File: src/rtl/ndiv_pkg.sv
package ndiv_pkg;

  typedef enum logic [2:0] {
    MD_DIV2,
    MD_DIV4,
    MD_DIV5,
    MD_DIV8,
    MD_DIV10,
    MD_PRESET
  } ndiv_mode_e;

  typedef struct packed {
    logic [3:0] modulus;     // first-section modulus
    logic [2:0] first_bits;  // preset bits taken by the first section
    logic [3:0] last_mod;    // thousands-section modulus (1 = absent)
  } ndiv_layout_t;

  function automatic ndiv_mode_e decode_mode(input logic [2:0] k);
    ndiv_mode_e m;
    if (k[1:0] == 2'b00) m = MD_PRESET;
    else begin
      case (k)
        3'b111:  m = MD_DIV2;
        3'b011:  m = MD_DIV4;
        3'b101:  m = MD_DIV5;
        3'b001:  m = MD_DIV8;
        default: m = MD_DIV10;
      endcase
    end
    return m;
  endfunction

  function automatic ndiv_layout_t layout_of(input ndiv_mode_e m);
    ndiv_layout_t l;
    case (m)
      MD_DIV2: l = '{modulus: 4'd2, first_bits: 3'd1, last_mod: 4'd8};
      MD_DIV4: l = '{modulus: 4'd4, first_bits: 3'd2, last_mod: 4'd4};
      MD_DIV5: l = '{modulus: 4'd5, first_bits: 3'd3, last_mod: 4'd2};
      MD_DIV8: l = '{modulus: 4'd8, first_bits: 3'd3, last_mod: 4'd2};
      default: l = '{modulus: 4'd10, first_bits: 3'd4, last_mod: 4'd1};
    endcase
    return l;
  endfunction

endpackage

File: src/rtl/ndiv_digit.sv
module ndiv_digit #(
  parameter int W = 4
) (
  input  logic         clk,
  input  logic         load,
  input  logic [W-1:0] ld_val,
  input  logic         step,
  input  logic [W-1:0] wrap,
  output logic [W-1:0] cur,
  output logic         at_zero
);

  // A single down-counting stage that wraps to a runtime value on borrow.
  always_ff @(posedge clk) begin
    if (load)      cur <= ld_val;
    else if (step) cur <= (cur == '0) ? wrap : cur - 1'b1;
  end

  assign at_zero = (cur == '0);

endmodule

File: src/rtl/ndiv_guard.sv
module ndiv_guard #(
  parameter int HOLD = 3
) (
  input  logic clk,
  input  logic rst,
  input  logic is_pre,
  input  logic is_div5,
  output logic proto_err
);

  localparam int RW = $clog2(HOLD + 1);

  logic [RW-1:0] pre_run;
  logic          prev_div5;

  // pre_run counts consecutive preset edges, saturating at HOLD.
  always_ff @(posedge clk) begin
    if (rst) begin
      pre_run   <= '0;
      prev_div5 <= 1'b0;
      proto_err <= 1'b0;
    end else begin
      if (!is_pre)                      pre_run <= '0;
      else if (pre_run != RW'(HOLD))    pre_run <= pre_run + 1'b1;
      prev_div5 <= is_div5;
      proto_err <= is_div5 && !prev_div5 && (pre_run != RW'(HOLD));
    end
  end

endmodule

File: src/rtl/ndiv_ctrl.sv
module ndiv_ctrl (
  input  logic clk,
  input  logic rst,
  input  logic is_pre,
  input  logic term,
  input  logic two_left,
  input  logic latch_en,
  output logic load,
  output logic step,
  output logic div_q
);

  logic arm;
  logic pend;
  logic fire;
  logic pulse_evt;

  assign fire      = arm && term;
  assign pulse_evt = fire || pend;
  assign load      = rst || is_pre || !arm || fire;
  assign step      = arm;

  always_ff @(posedge clk) begin
    if (rst) begin
      arm   <= 1'b0;
      pend  <= 1'b0;
      div_q <= 1'b0;
    end else begin
      arm   <= !is_pre;
      // a pulse due on the next edge survives entry into preset
      pend  <= is_pre && arm && two_left && !term;
      div_q <= pulse_evt || (div_q && latch_en);
    end
  end

endmodule

File: src/rtl/ndiv_counter.sv
module ndiv_counter
  import ndiv_pkg::*;
#(
  parameter int DIG_W   = 4,
  parameter int NUM_DEC = 3,
  parameter int LAST_W  = 3,
  parameter int HOLD    = 3
) (
  input  logic                          clk,
  input  logic                          rst,
  input  logic [DIG_W*(NUM_DEC+1)-1:0]  jam_i,
  input  logic [2:0]                    mode_i,
  input  logic                          latch_en_i,
  output logic                          div_o,
  output logic                          proto_err_o
);

  localparam int JAM_W = DIG_W * (NUM_DEC + 1);

  ndiv_mode_e   mode_now;
  ndiv_layout_t lay;
  logic         is_pre;
  logic [3:0]   run_mod;

  assign mode_now = decode_mode(mode_i);
  assign lay      = layout_of(mode_now);
  assign is_pre   = (mode_now == MD_PRESET);

  always_ff @(posedge clk) begin
    if (rst)          run_mod <= 4'd10;
    else if (!is_pre) run_mod <= lay.modulus;
  end

  logic                            load;
  logic                            step;
  logic [DIG_W-1:0]                fmask;
  logic [DIG_W-1:0]                f_ld;
  logic [LAST_W-1:0]               l_ld;
  logic [DIG_W-1:0]                f_val;
  logic                            f_zero;
  logic [LAST_W-1:0]               l_val;
  logic                            l_zero;
  logic [NUM_DEC-1:0][DIG_W-1:0]   dec_val;
  logic [NUM_DEC-1:0]              dec_zero;
  logic [NUM_DEC:0]                borrow;
  logic                            upper_zero;
  logic                            term;
  logic                            two_left;

  assign fmask = DIG_W'((32'd1 << lay.first_bits) - 32'd1);
  assign f_ld  = jam_i[DIG_W-1:0] & fmask;
  assign l_ld  = LAST_W'(jam_i[DIG_W-1:0] >> lay.first_bits);

  ndiv_digit #(.W(DIG_W)) u_first (
    .clk(clk), .load(load), .ld_val(f_ld), .step(step),
    .wrap(DIG_W'(lay.modulus - 4'd1)), .cur(f_val), .at_zero(f_zero)
  );

  assign borrow[0] = step && f_zero;

  genvar gi;
  for (gi = 0; gi < NUM_DEC; gi++) begin : g_dec
    ndiv_digit #(.W(DIG_W)) u_dig (
      .clk(clk), .load(load), .ld_val(jam_i[DIG_W*(gi+1) +: DIG_W]),
      .step(borrow[gi]), .wrap(DIG_W'(9)),
      .cur(dec_val[gi]), .at_zero(dec_zero[gi])
    );
    assign borrow[gi+1] = borrow[gi] && dec_zero[gi];
  end

  ndiv_digit #(.W(LAST_W)) u_last (
    .clk(clk), .load(load), .ld_val(l_ld), .step(borrow[NUM_DEC]),
    .wrap(LAST_W'(lay.last_mod - 4'd1)), .cur(l_val), .at_zero(l_zero)
  );

  assign upper_zero = (&dec_zero) && l_zero;
  assign term       = upper_zero && (f_val <= DIG_W'(1));
  assign two_left   = (upper_zero && f_val == DIG_W'(2)) ||
                      (run_mod == 4'd2 && f_zero && l_zero &&
                       dec_val[0] == DIG_W'(1) && (&dec_zero[NUM_DEC-1:1]));

  ndiv_ctrl u_ctrl (
    .clk(clk), .rst(rst), .is_pre(is_pre), .term(term),
    .two_left(two_left), .latch_en(latch_en_i),
    .load(load), .step(step), .div_q(div_o)
  );

  ndiv_guard #(.HOLD(HOLD)) u_guard (
    .clk(clk), .rst(rst), .is_pre(is_pre),
    .is_div5(mode_now == MD_DIV5), .proto_err(proto_err_o)
  );

  logic unused_ok;
  assign unused_ok = ^{JAM_W};

endmodule

File: config.mk
export PLATFORM = sky130hd
export DESIGN_NAME = ndiv_counter
export DESIGN_NICKNAME = d
export VERILOG_FILES = /design/src/rtl/ndiv_pkg.sv /design/src/rtl/ndiv_digit.sv /design/src/rtl/ndiv_guard.sv /design/src/rtl/ndiv_ctrl.sv /design/src/rtl/ndiv_counter.sv
export SDC_FILE = /design/constraint.sdc
export NUM_CORES = 1
export LEC_CHECK = 0
export ABC_AREA = 1
export BUFFER_PORTS_ARGS = -buffer_cell sky130_fd_sc_hd__buf_2
export CAP_MARGIN = 20
export CORE_ASPECT_RATIO = 1.1
export CORE_MARGIN = 2
export CORE_UTILIZATION = 45
export DETAILED_ROUTE_END_ITERATION = 16
export PLACE_DENSITY = 0.67
export SLEW_MARGIN = 20
export SYNTH_ARGS = -nofsm -noshare
export SYNTH_HDL_FRONTEND = slang
export SYNTH_SLANG_ARGS = --single-unit
File: constraint.sdc
create_clock -name clk -period 1.8 [get_ports clk]
set_input_delay 0.18 -clock clk [delete_from_list [all_inputs] [get_ports clk]]
set_output_delay 0.18 -clock clk [all_outputs]
set_load 0.005 [all_outputs]
==> results.cfg <==
[outcome]
status = finished, final reports clean

[floorplanning]
ios = 24
initial_utilization_pct = 47.1
die_y_microns = 71.6
rows = 24
die_w_microns = 65.4
core_area_sq_mm = 0.00396
die_area_sq_mm = 0.00468

[synthesis]
synthArstFlopShare_pct = 0
synth_top_family_by_area = simple AND/OR/NAND/NOR gates
synthCells = 233
synth_edf_count = 19
synth_cell_types = 32
synth-seq-cells = 30
synth_simple_gate_area_share_pct = 31.5
synth.avg_cell_area_sq_um = 8.02
synth.area.top_cells = edfxtp_1 31%, nand2_1 12%, dfxtp_1 12%
synth_xor_area_share_pct = 1.88
ys_seq_area_share_pct = 42.3
synthMuxAreaShare_pct = 0.536
netlist.area_leader.share_pct = 30.5
yosysMostFrequentCell = nand2_1
yosys-top-cells-count = 59 x nand2_1, 26 x inv_1, 25 x nor2_1, 19 x edfxtp_1, 18 x nand3_1
netlist_area_sq_mm = 0.00187
yosysTopAreaCell = edfxtp_1
synth_fa_ha_area_share_pct = 4.02
synthFlopType = edfxtp_1
yosys_warnings = 0
synth_compound_area_share_pct = 11.8

[worst_setup_path]
critPathRequiredTime_ns = 1.77
critPathSlowestCell = edfxtp_1
cp_num_buf_inv = 2
crit_arrival_ns = 1.68
worst-setup-path-type = reg -> reg
cp-end-kind = register
cpLargestDelayFamily = simple AND/OR/NAND/NOR gates
crit_chain = inv_2 > buf_4 > ha_1 > nand3_2 > nor3_2 > nand2_1 > o21ai_2
start_kind = register
slowest_delay_ns = 0.41
worstPathMaxFanout = 3

[global_route]
grt_pass1_vias = 1515
gr-total-overflow = 0
grt_util_all_layers_pct = 17.4
grt_start_max_net_pins = 18
antenna_found_initial = 0
grt_pass1_wl_microns = 6220

[timing]
finClkSkew_ns = 0.00407
finalHoldViolCount = 0
rsz0062_at_grt = no
slew_violations = 0
period_share_pct = 95.1
period_needed_ns = 1.71
setup_viol = 0
setup_slack_ns = 0.0886
fmax_ghz = 0.584

[clocking]
cts_hold_buf = 0
cts-buffers-inserted = 5
ctsLongestPathBuffers = 2
cts_tree = done
clk_pin_slew_worst_paths_ns = 0.07
clockRootBuffer = clkbuf_8
cts.htree.levels = 2
cts_sinks = 30
clock_latency_ns = 0.28

[drt]
routedWlPerCell_microns = 11.4
drc = 0
num_vias = 1618
antenna_left = 0
vias_per_cell = 4.96
routed_wl_microns = 3700
dr.first_iter.drc_count = 51
first_pass_iters = 4

[final_layout]
n_antenna_cell = 0
area_growth_pct = 20.2
stdcell_count = 326
nNetsFinal = 301
drive_above_1_share_pct = 28.5
post-route-cell-area_sq_mm = 0.00225
final_core_util_pct = 56.7

[flow_run]
cap_violations = 0

[hold_path]
hp-class = in -> reg

[place]
pre_cts_slack_ns = -0.0625
post-place-cells = 317
portBuffers = 23
postPlaceCellArea_sq_mm = 0.00211
dpl.hpwl_microns = 2950
gp_congestion = 0.801

[pwr]
leakage_nw = 1.05
ir_drop_mv = 0.464
pwr_density_cell_mw_per_mm2 = 779
## worst paths after layout
check        slack (ns)               from  cells past startpoint                end
max                0.09     u_first.cur[0]                      7      u_last.cur[1]
min                0.15                rst                      2        u_ctrl.step
max reg2reg        0.09     u_first.cur[0]                      7      u_last.cur[1]
min reg2reg        0.39  u_guard.prev_div5                      1  u_guard.proto_err
## layer usage
layer  vias to the layer above  part of all wire (%)  GRT usage (%)
li1                        846                     -              -
met1                       734                    45           20.5
met2                        34                    50           30.6
met3                         4                   3.5           4.24
met4                         0                   1.5           6.25
met5                         -                     0              0
## per-stage QoR
stage | power [mW] | TNS [ns] | hold slack, ns
final | 1.75 | 0 | 0.149
after global routing | 1.85 | 0 | 0.151
after CTS | 1.75 | 0 | 0.145
after detailed placement | 1.18 | -0.188 | 0.388
after global placement | 1.17 | 0 | 0.385
after floorplan | 1.08 | 0 | 0.252
## sequential cells by signal, summed over array words and instances, names as in the netlist
register / flops
u_ctrl.step: 1
u_ctrl.pend: 1
run_mod: 4
u_first.cur: 4
u_ctrl.div_q: 1
u_last.cur: 3
g_dec.u_dig.cur: 12
u_guard.prev_div5: 1
u_guard.pre_run: 2
u_guard.proto_err: 1
## cell usage in the layout, fill, tap and decap left out, types with 2 or more instances in the layout
cell / count
buf_2: 23
dfxtp_1: 11
clkbuf_8: 6
nand2_1: 59
nor3_1: 2
edfxtp_1: 19
inv_1: 25
nor2_1: 21
ha_1: 6
o21ai_2: 10
o21ai_0: 10
nand3_1: 17
buf_4: 11
nand2_2: 4
nor2_2: 7
nand3_2: 4
a21oi_1: 8
a31oi_1: 2
nand4_1: 2
conb_1: 4
nor2_4: 5
xor2_1: 3
## final cells by class
class	count	area, sq um
inverters	26	97.6
clock inverters	2	11.3
flip-flops and latches	30	791
repair buffers	35	218
clock buffers	6	82.6
fillers	390	1720
well taps	52	65.1
multi-input cells	175	981
## worst reg2reg max path, stage by stage, from the launching register on
cell      delay [ns]
edfxtp_1        0.41
inv_2           0.09
buf_4           0.11
ha_1            0.16
nand3_2         0.12
nor3_2          0.17
nand2_1         0.12
o21ai_2         0.24
## kinds of logic after synthesis
kind of cell	Yosys count
adders and majority gates	6
and+or+nand+nor	125
xor gates and xnor gates	4
AOI/OAI and AO/OA	35
other	1
DFF	30
buffers and inverters	31
muxes	1
## timing repair
item	4_1_cts	5_1_grt
endpoints found under the setup margin	3	13
cloned	0	0
hold endpoints to repair	0	0
pin swaps	0	3
setup buffers	0	1
resized for setup	1	11
## report_power, final
part / total [mW] / internal (mW) / switching, mW
sequential: 0.842 / 0.797 / 0.0452
combinational: 0.340 / 0.140 / 0.199
clock: 0.567 / 0.308 / 0.259
total: 1.75 / 1.24 / 0.504
Power figures use the tool's default switching activity.
